`src/rtl/pll_seq_pkg.sv`:
```
package pll_seq_pkg;

    localparam int MULT_W   = 8;
    localparam int PDIV_W   = 3;
    localparam int REFDIV_W = 5;
    localparam int RANGE_W  = 3;
    localparam int OP_W     = 3;
    localparam logic [PDIV_W-1:0] PDIV_MIN = 3'd1;
    localparam logic [PDIV_W-1:0] PDIV_MAX = 3'd6;

    // control word; bit positions are decoded by the loop
    typedef struct packed {
        logic [1:0]          rsv_hi;     // 31:30
        logic                lock_long;  // 29
        logic                lock;       // 28
        logic [MULT_W-1:0]   mult;       // 27:20
        logic                rsv19;      // 19
        logic [PDIV_W-1:0]   pdiv;       // 18:16
        logic [2:0]          rsv15;      // 15:13
        logic [REFDIV_W-1:0] refdiv;     // 12:8
        logic                rsv7;       // 7
        logic [RANGE_W-1:0]  range;      // 6:4
        logic                int_byp;    // 3
        logic                rst;        // 2
        logic                xbyp;       // 1
        logic                xen;        // 0
    } ctrl_t;

    typedef enum logic [OP_W-1:0] {
        OP_RETUNE  = 3'd0,
        OP_PWRUP   = 3'd1,
        OP_PWRDN   = 3'd2,
        OP_ENABLE  = 3'd3,
        OP_DISABLE = 3'd4
    } op_e;

    typedef enum logic [2:0] {
        ST_IDLE,
        ST_ASSERT_RST,
        ST_LOAD_DIV,
        ST_RELEASE,
        ST_WAIT_LOCK,
        ST_WAIT_LONG,
        ST_LOAD_PDIV,
        ST_UNBYPASS
    } seq_st_e;

    function automatic logic [PDIV_W-1:0] clamp_pdiv(input logic [PDIV_W-1:0] p);
        if (p < PDIV_MIN) return PDIV_MIN;
        if (p > PDIV_MAX) return PDIV_MAX;
        return p;
    endfunction

endpackage

```
`src/rtl/pll_lock_timer.sv`:
```
module pll_lock_timer #(
    parameter int LIMIT = 64
) (
    input  logic clk,
    input  logic rst_n,
    input  logic clr_i,
    input  logic run_i,
    output logic expired_o
);
    localparam int CW = $clog2(LIMIT + 1);
    localparam logic [CW-1:0] LAST = CW'(LIMIT - 1);

    logic [CW-1:0] cnt_d, cnt_q;

    assign expired_o = run_i && (cnt_q == LAST);

    always_comb begin
        cnt_d = cnt_q;
        if (clr_i)
            cnt_d = '0;
        else if (run_i && !expired_o)
            cnt_d = cnt_q + 1'b1;
    end

    always_ff @(posedge clk or negedge rst_n) begin
        if (!rst_n) cnt_q <= '0;
        else        cnt_q <= cnt_d;
    end

    AST_CNT_BOUND: assert property (@(posedge clk) disable iff (!rst_n)
        cnt_q <= LAST);

endmodule

```
`src/rtl/pll_rate_calc.sv`:
```
module pll_rate_calc #(
    parameter int REF_RATE = 25,
    parameter int RATE_W   = 32
) (
    input  logic [pll_seq_pkg::MULT_W-1:0] mult_i,
    input  logic [pll_seq_pkg::PDIV_W-1:0] pdiv_i,
    input  logic                           xbyp_i,
    output logic [RATE_W-1:0]              rate_o
);
    localparam logic [RATE_W-1:0] REF_V = RATE_W'(REF_RATE);

    logic [RATE_W-1:0] vco;

    always_comb begin
        vco    = REF_V * (RATE_W'(mult_i) + 1'b1);
        rate_o = xbyp_i ? REF_V : (vco >> pdiv_i);
    end

endmodule

```
`src/rtl/pll_retune_seq.sv`:
```
module pll_retune_seq
    import pll_seq_pkg::*;
#(
    parameter int          REF_RATE     = 25,
    parameter int          RATE_W       = 32,
    parameter int          LOCK_TIMEOUT = 64,
    parameter logic [7:0]  RST_MULT     = 8'd63,
    parameter logic [2:0]  RST_PDIV     = 3'd1,
    parameter logic [4:0]  RST_REFDIV   = 5'd3,
    parameter logic [2:0]  RST_RANGE    = 3'd2,
    parameter logic        RST_INT_BYP  = 1'b0
) (
    input  logic              clk,
    input  logic              rst_n,
    input  logic              req_valid,
    output logic              req_ready,
    input  logic [2:0]        req_op,
    input  logic [7:0]        req_mult,
    input  logic [2:0]        req_pdiv,
    input  logic              lock_i,
    input  logic              lock_long_i,
    output logic [31:0]       ctrl_o,
    output logic [RATE_W-1:0] rate_o,
    output logic              busy_o,
    output logic              done_o,
    output logic              err_o
);

    typedef struct packed {
        seq_st_e           state;
        ctrl_t             ctrl;
        logic [MULT_W-1:0] tgt_mult;
        logic [PDIV_W-1:0] tgt_pdiv;
        logic              relock_fin;
        logic              done;
        logic              err;
    } seq_t;

    seq_t seq_d, seq_q;
    logic tmr_clr, tmr_run, tmr_exp;
    ctrl_t ctrl_view;

    function automatic ctrl_t reset_word();
        ctrl_t c;
        c         = '0;
        c.mult    = RST_MULT;
        c.pdiv    = RST_PDIV;
        c.refdiv  = RST_REFDIV;
        c.range   = RST_RANGE;
        c.int_byp = RST_INT_BYP;
        c.rst     = 1'b1;
        c.xbyp    = 1'b1;
        return c;
    endfunction

    assign tmr_run = (seq_q.state == ST_WAIT_LOCK) || (seq_q.state == ST_WAIT_LONG);
    assign tmr_clr = (seq_d.state != seq_q.state);

    pll_lock_timer #(.LIMIT(LOCK_TIMEOUT)) u_timer (
        .clk       (clk),
        .rst_n     (rst_n),
        .clr_i     (tmr_clr),
        .run_i     (tmr_run),
        .expired_o (tmr_exp)
    );

    always_comb begin
        seq_d      = seq_q;
        seq_d.done = 1'b0;
        unique case (seq_q.state)
            ST_IDLE: begin
                if (req_valid) begin
                    seq_d.err = 1'b0;
                    case (req_op)
                        OP_RETUNE: begin
                            seq_d.tgt_mult   = req_mult;
                            seq_d.tgt_pdiv   = clamp_pdiv(req_pdiv);
                            seq_d.relock_fin = 1'b1;
                            seq_d.ctrl.xbyp  = 1'b1;
                            seq_d.state      = (req_mult != seq_q.ctrl.mult)
                                               ? ST_ASSERT_RST : ST_LOAD_PDIV;
                        end
                        OP_PWRUP: begin
                            seq_d.ctrl.rst   = 1'b0;
                            seq_d.relock_fin = 1'b0;
                            seq_d.state      = ST_WAIT_LOCK;
                        end
                        OP_PWRDN: begin
                            seq_d.ctrl.rst = 1'b1;
                            seq_d.done     = 1'b1;
                        end
                        OP_ENABLE: begin
                            seq_d.ctrl.xen = 1'b1;
                            seq_d.done     = 1'b1;
                        end
                        OP_DISABLE: begin
                            seq_d.ctrl.xen = 1'b0;
                            seq_d.done     = 1'b1;
                        end
                        default: ;
                    endcase
                end
            end
            ST_ASSERT_RST: begin
                seq_d.ctrl.rst = 1'b1;
                seq_d.state    = ST_LOAD_DIV;
            end
            ST_LOAD_DIV: begin
                seq_d.ctrl.mult = seq_q.tgt_mult;
                seq_d.ctrl.pdiv = seq_q.tgt_pdiv;
                seq_d.state     = ST_RELEASE;
            end
            ST_RELEASE: begin
                seq_d.ctrl.rst = 1'b0;
                seq_d.state    = ST_WAIT_LOCK;
            end
            ST_WAIT_LOCK: begin
                if (lock_i) begin
                    seq_d.state = ST_WAIT_LONG;
                end else if (tmr_exp) begin
                    seq_d.err   = 1'b1;
                    seq_d.state = ST_IDLE;
                end
            end
            ST_WAIT_LONG: begin
                if (lock_long_i) begin
                    if (seq_q.relock_fin) begin
                        seq_d.ctrl.xen  = 1'b1;
                        seq_d.ctrl.xbyp = 1'b0;
                    end
                    seq_d.done  = 1'b1;
                    seq_d.state = ST_IDLE;
                end else if (tmr_exp) begin
                    seq_d.err   = 1'b1;
                    seq_d.state = ST_IDLE;
                end
            end
            ST_LOAD_PDIV: begin
                seq_d.ctrl.pdiv = seq_q.tgt_pdiv;
                seq_d.state     = ST_UNBYPASS;
            end
            ST_UNBYPASS: begin
                seq_d.ctrl.xbyp = 1'b0;
                seq_d.done      = 1'b1;
                seq_d.state     = ST_IDLE;
            end
            default: seq_d.state = ST_IDLE;
        endcase
    end

    always_ff @(posedge clk or negedge rst_n) begin
        if (!rst_n) begin
            seq_q            <= '0;
            seq_q.state      <= ST_IDLE;
            seq_q.ctrl       <= reset_word();
            seq_q.tgt_mult   <= RST_MULT;
            seq_q.tgt_pdiv   <= RST_PDIV;
        end else begin
            seq_q <= seq_d;
        end
    end

    always_comb begin
        ctrl_view           = seq_q.ctrl;
        ctrl_view.lock      = lock_i;
        ctrl_view.lock_long = lock_long_i;
    end

    assign ctrl_o    = ctrl_view;
    assign req_ready = (seq_q.state == ST_IDLE);
    assign busy_o    = (seq_q.state != ST_IDLE);
    assign done_o    = seq_q.done;
    assign err_o     = seq_q.err;

    pll_rate_calc #(.REF_RATE(REF_RATE), .RATE_W(RATE_W)) u_rate (
        .mult_i (seq_q.ctrl.mult),
        .pdiv_i (seq_q.ctrl.pdiv),
        .xbyp_i (seq_q.ctrl.xbyp),
        .rate_o (rate_o)
    );

    AST_MULT_UNDER_RESET: assert property (@(posedge clk) disable iff (!rst_n)
        (seq_q.ctrl.mult != $past(seq_q.ctrl.mult)) |-> seq_q.ctrl.rst);

    AST_UNBYPASS_AFTER_LONG: assert property (@(posedge clk) disable iff (!rst_n)
        ($fell(seq_q.ctrl.xbyp) && $rose(seq_q.ctrl.xen)) |-> $past(lock_long_i));

    AST_PDIV_BEHIND_BYPASS: assert property (@(posedge clk) disable iff (!rst_n)
        (seq_q.ctrl.pdiv != $past(seq_q.ctrl.pdiv)) |-> seq_q.ctrl.xbyp);

    AST_PDIV_LEGAL: assert property (@(posedge clk) disable iff (!rst_n)
        (seq_q.ctrl.pdiv >= PDIV_MIN) && (seq_q.ctrl.pdiv <= PDIV_MAX));

    AST_ERR_KEEPS_BYPASS: assert property (@(posedge clk) disable iff (!rst_n)
        $rose(err_o) |-> seq_q.ctrl.xbyp);

    AST_FIXED_FIELDS: assert property (@(posedge clk) disable iff (!rst_n)
        $stable({seq_q.ctrl.refdiv, seq_q.ctrl.range, seq_q.ctrl.int_byp}));

endmodule

```
`config.mk`:
```
export PLATFORM = sky130hd
export DESIGN_NAME = pll_retune_seq
export DESIGN_NICKNAME = d
export VERILOG_FILES = /design/src/rtl/pll_seq_pkg.sv /design/src/rtl/pll_lock_timer.sv /design/src/rtl/pll_rate_calc.sv /design/src/rtl/pll_retune_seq.sv
export SDC_FILE = /design/constraint.sdc
export NUM_CORES = 1
export LEC_CHECK = 0
export ABC_CLOCK_PERIOD_IN_PS = 4630
export BUFFER_PORTS_ARGS = -buffer_cell sky130_fd_sc_hd__buf_2
export CORE_UTILIZATION = 52
export CTS_BUF_LIST = sky130_fd_sc_hd__clkbuf_8
export DETAILED_ROUTE_END_ITERATION = 16
export PLACE_DENSITY = 0.8
export SETUP_SLACK_MARGIN = 0.5
export SLEW_MARGIN = 20
export SYNTH_ARGS = -nofsm -noshare
export SYNTH_HDL_FRONTEND = slang
export SYNTH_SLANG_ARGS = --single-unit
```
`constraint.sdc`:
```
create_clock -name clk -period 4.63 [get_ports clk]
set_input_delay 0.2315 -clock clk [delete_from_list [all_inputs] [get_ports clk]]
set_output_delay 0.2315 -clock clk [all_outputs]
set_load 0.05 [all_outputs]
```
# Word-level counts from Yosys, hierarchy flattened

Cells that the tools add are included.

$add $sub $neg: 2
$mul: 1
Order comparisons: 2
Eq/ne operators: 22
Shift operators: 1
Mux-type cells: 41
Reductions and logical operators: 21

Operators with widths:

| cell                                                                | number |
|---|---|
| 5-bit by 32-bit multiplier with 32-bit output, first input constant | 1 |
| 32-bit 2-to-1 mux                                                   | 1 |
| 32-bit by 3-bit >> shifter with 32-bit output                       | 1 |
| 3-bit 2-to-1 mux                                                    | 9 |
| 3-bit one-hot mux with 8 select lines                               | 1 |
| 17-bit 2-to-1 mux                                                   | 1 |
| 3-bit == test, second input constant                                | 5 |
| 1-bit 2-to-1 mux                                                    | 15 |
| 7-bit 2-to-1 mux                                                    | 2 |
| 3-bit by 2-bit == test with 1-bit output, second input constant     | 4 |
| 1-bit one-hot mux with 3 select lines                               | 4 |
| 3-bit nonzero test                                                  | 4 |
| 11-bit 2-to-1 mux                                                   | 1 |
| 2-bit != test, second input constant                                | 5 |
| 5-bit AND reduction                                                 | 2 |
| 8-bit by 1-bit adder with 9-bit output, second input constant       | 1 |
| 3-bit AND reduction                                                 | 3 |
| 8-bit != test                                                       | 1 |
| 1-bit one-hot mux with 2 select lines                               | 4 |
| 7-bit by 1-bit adder with 7-bit output, second input constant       | 1 |
| 7-bit by 6-bit == test with 1-bit output, second input constant     | 1 |
| 3-bit by 1-bit == test with 1-bit output, second input constant     | 2 |
| 3-bit zero test                                                     | 2 |
| 3-bit by 1-bit != test with 1-bit output, second input constant     | 2 |
| 13 further kinds                                                    | 17 |

Register bits after elaboration: 38
Input bits: 19
Output and inout bits: 68
Logic and storage cells: 102

# Longest topological paths before layout

Word-level depth: 14
Depth in mapped cells: 17
Gate-level depth less buffers: 15

# Cells and area by module

A second synthesis with hierarchy kept.

Cells, all modules: 425
Area total of the unflattened synthesis: 3,948.8 µm²

Modules (own cells, without submodules):

| module         | times used | cells each | area each (µm²) | sequential area each (µm²) |
|---|---|---|---|---|
| pll_retune_seq | 1          | 172        | 1,854.3         | 795.8 |
| pll_rate_calc  | 1          | 214        | 1,704.1         | 0.0 |
| pll_lock_timer | 1          | 39         | 390.4           | 175.2 |

# Worst setup path after synthesis

No wires, ideal clock.

Kind: flip-flop to output port
From: register seq_q, in the netlist ctrl_o[23]
To: output port rate_o[6]
Data arrival time: 4,995 ps
Data required time: 4,398 ps
Path slack: -597 ps
Stages on the path, launching flop included: 17
Path buffers: 2
Cell sequence: dfstp_2 clkbuf_1 and2_1 nand4_1 xnor2_1 ha_1 ha_1 inv_1 fa_1 inv_1 ha_1 buf_6 nand4_1 a211oi_2 or3_1 a41oi_1 a211oi_1

Longest elaborated chain between the ends: 4

RTL lines:

| element                                       | line                  | text |
|---|---|---|
| from (decl)                                   | pll_retune_seq.sv:39  | `seq_t seq_d, seq_q;` |
| from (signal assigned)                        | pll_retune_seq.sv:159 | `seq_q <= seq_d;` |
| 8-bit by 1-bit adder with 9-bit output        | pll_rate_calc.sv:15   | `vco = REF_V * (RATE_W'(mult_i) + 1'b1);` |
| 5-bit by 32-bit multiplier with 32-bit output | pll_rate_calc.sv:15   |  |
| 32-bit by 3-bit >> shifter with 32-bit output | pll_rate_calc.sv:16   | `rate_o = xbyp_i ? REF_V : (vco >> pdiv_i);` |
| 32-bit 2-to-1 mux                             | pll_rate_calc.sv:16   |  |
| to (decl)                                     | pll_retune_seq.sv:23  | `output logic [RATE_W-1:0] rate_o,` |

Every way passes these cells.

# Final worst setup path

From: register seq_q, in the netlist ctrl_o[20]
To: output port rate_o[8]

Same word-level chain as after synthesis.

==> impl_metrics.json <==
{
  "maxCapViolCount": 0,
  "crit_arrival_ns": 4.53,
  "grt_pass1_wl_um": 16700,
  "wirelength_um": 10700,
  "multi_input_comb_area_um2": 3310,
  "io_pins": 87,
  "syn_area_um2": 4050,
  "die_x_um": 90.2,
  "critPathMostFrequentCell": "ha_4",
  "final_cell_area_um2": 5330,
  "start_util": 0.549,
  "cp-start-kind": "flop",
  "place_hpwl_um": 7040,
  "grt_max_degree": 39,
  "via_count": 3690,
  "worstPathMaxFanout": 6,
  "path_clk_slew_ns": 0.08,
  "violations": "setup timing",
  "die_h_um": 90.2,
  "layout_min_cycle_time_ns": 4.76,
  "synth_seq_cells": 38,
  "dpl-instance-area_um2": 4390,
  "cts-htree-levels": 2,
  "cts_buffers": 5,
  "yosys-top-cells-count": "buf_4, nand2_1, nor2_1",
  "reg2reg_setup_slack_ns": 2.06,
  "place.gp.congestion": 0.887,
  "cp-endpoint": "rate_o[8]",
  "grtUsageTotal": 0.252,
  "tightest_slew_ns": 0.828,
  "antenna_cells": 0,
  "setup_violations": 3,
  "synth_area_leaders": "dfrtp_1, dfstp_2, ha_1, buf_4, xnor2_1",
  "finalMaxSlewViolations": 0,
  "cp.depth": 16,
  "cp_top_family": "adder cells",
  "seq_area_um2": 971,
  "skew_ns": 0.0104,
  "fmax_ghz": 0.210,
  "nNetsFinal": 598,
  "grt_pass1_vias": 3592,
  "post-synth-top-area-cell": "dfrtp_1",
  "cp-startpoint": "ctrl_o[20]",
  "outcome": "complete, but fails checks",
  "ys_seq_area_frac": 0.240,
  "clkSinkCount": 38,
  "syn_inst": 479,
  "r2r-start": "seq_q[46]",
  "overflow": 0,
  "clkLatencyLatePin_ns": 0.29,
  "synth_top_area_frac": 0.136,
  "hold_viol": 0,
  "synth-edff-count": 0,
  "drtAntennaViolNets": 0,
  "post-synth-top-count-cell": "buf_4",
  "max_stage_delay_ns": 0.57,
  "drt_iter0_markers": 157,
  "critPathBufInv": 4,
  "die_area_um2": 8140,
  "hold_buffers": 0,
  "crit_slowest_cell": "dfstp_2",
  "hp-class": "in -> async",
  "fillerInstances": 540,
  "io_buffers": 53,
  "area_growth_pct": 31.7,
  "finalCritPeriodShare": 1.03,
  "worstPathCellList": "buf_6 > nand4_1 > xnor2_2 > ha_4 > ha_4 > inv_2 > fa_1 > inv_2 > ha_4 > a21o_1 > a311oi_1 > nor3_2 > nor2_1 > o31ai_4 > a2111oi_4 > buf_6",
  "core_area_um2": 7370,
  "worstSetupPathType": "reg -> out",
  "async_reset_ff_frac": 1.00,
  "layout-drive-gt1-share": 0.424,
  "placed_cells": 604,
  "endpoint_kind": "output port",
  "rows": 31,
  "cts_tree": "done",
  "worstPathRequired_ns": 4.40,
  "drc": 0,
  "synth_cell_types": 66,
  "regToRegEndpoint": "u_timer.cnt_q[2]",
  "wl_per_cell_um": 16.6,
  "rsz0062_at_grt": "yes",
  "setup_slack_ns": -0.128,
  "drt_first_pass_iters": 4,
  "via_per_inst": 5.75,
  "finalNonFillerCells": 642,
  "place_ws_ns": -0.0589,
  "yosysWarnings": 0,
  "antenna_found_initial": 0,
  "avgSynthCellArea_um2": 8.45,
  "synthFlopType": "dfrtp_1",
  "relSlewSlack": 0.448,
  "r2r_cells": 6,
  "cts_root_buffer": "clkbuf_8",
  "clockBufferDepth": 2
}
-- metal layers --
| metal | track usage | vias up | part of all wire | wire [um] |
|---|---|---|---|---|
| met5 | 0 | - | 0 | 0 |
| met4 | 0.106 | 0 | 0.030 | 318 |
| met3 | 0.0279 | 26 | 0.031 | 331 |
| met2 | 0.462 | 110 | 0.54 | 5800 |
| met1 | 0.296 | 1802 | 0.39 | 4200 |
| li1 | - | 1752 | - | - |
-- area by class of cell --
| cell class | instances | share of cell area |
|---|---|---|
| clock inverters | 2 | 0.00164 |
| multi-input cells | 372 | 0.622 |
| flip-flops and latches | 38 | 0.182 |
| clock buffers | 6 | 0.0155 |
| repair buffers | 97 | 0.136 |
| well taps | 99 | 0.0232 |
| inverters | 28 | 0.0197 |
-- cell usage in the layout, fill, tap and decap left out, types with 5 or more instances in the layout --
cell,n
ha_4,11
clkbuf_8,6
nor3_1,7
mux2i_1,5
a211oi_1,5
a21o_1,6
mux2_1,6
nand4_1,9
buf_2,39
dfrtp_1,22
mux2_2,13
inv_1,18
ha_1,20
buf_6,22
conb_1,33
a21oi_1,17
buf_4,35
nor2_1,32
xnor2_1,14
dfstp_2,16
nand3_1,8
inv_2,10
o21ai_0,16
nor2b_1,5
nand2_1,35
xnor2_2,6
-- registers in the layout, summed over array words and instances, names as in the netlist --
register	flops
ctrl_o	14
err_o	1
seq_q	15
u_timer.cnt_q	7
done_o	1
-- kinds of logic (layout without fill, tap and decap cells) --
| logic type | count (synthesis) | in the layout | share of synthesized area |
|---|---|---|---|
| xor+xnor | 28 | 28 | 0.0606 |
| compound gates | 115 | 115 | 0.204 |
| simple gates | 132 | 132 | 0.155 |
| fa+ha+maj | 38 | 38 | 0.124 |
| buf+inv | 100 | 133 | 0.140 |
| mux | 26 | 26 | 0.0733 |
| other cells | 2 | 33 | 0.00186 |
| flops | 38 | 38 | 0.240 |
-- worst min path at each step --
| stage | startpoint | end | slack, ns | cells after the start |
|---|---|---|---|---|
| 6_report | rst_n | u_timer.cnt_q[0] | 0.01 | 1 |
| 5_1_grt | rst_n | u_timer.cnt_q[1] | 0.08 | 1 |
| 4_1_cts | rst_n | u_timer.cnt_q[0] | 0.04 | 1 |
| 3_5_place_dp | rst_n | u_timer.cnt_q[0] | 0.36 | 1 |
| 3_3_place_gp | rst_n | err_o | 0.36 | 1 |
| 2_1_floorplan | rst_n | ctrl_o[0] | -0.06 | 0 |
-- repair_timing --
| item | CTS | global route |
|---|---|---|
| resized for setup | 79 | 48 |
| buffers inserted | 23 | 7 |
| pin swaps | 26 | 28 |
| setup endpoints to repair | 15 | 15 |
-- per-stage QoR --
step                      TNS (ns)  utilization  hold slack, ns
after global placement           0        0.596           0.358
final                       -0.190        0.723          0.0131
after CTS                        0        0.683          0.0386
after floorplan            -0.0181            -         -0.0641
after global routing         -1.98        0.723          0.0831
after detailed placement   -0.0663        0.596           0.359
Power is not shown: default switching activity piles up to over one toggle a cycle in this logic, so the estimate is an artifact.
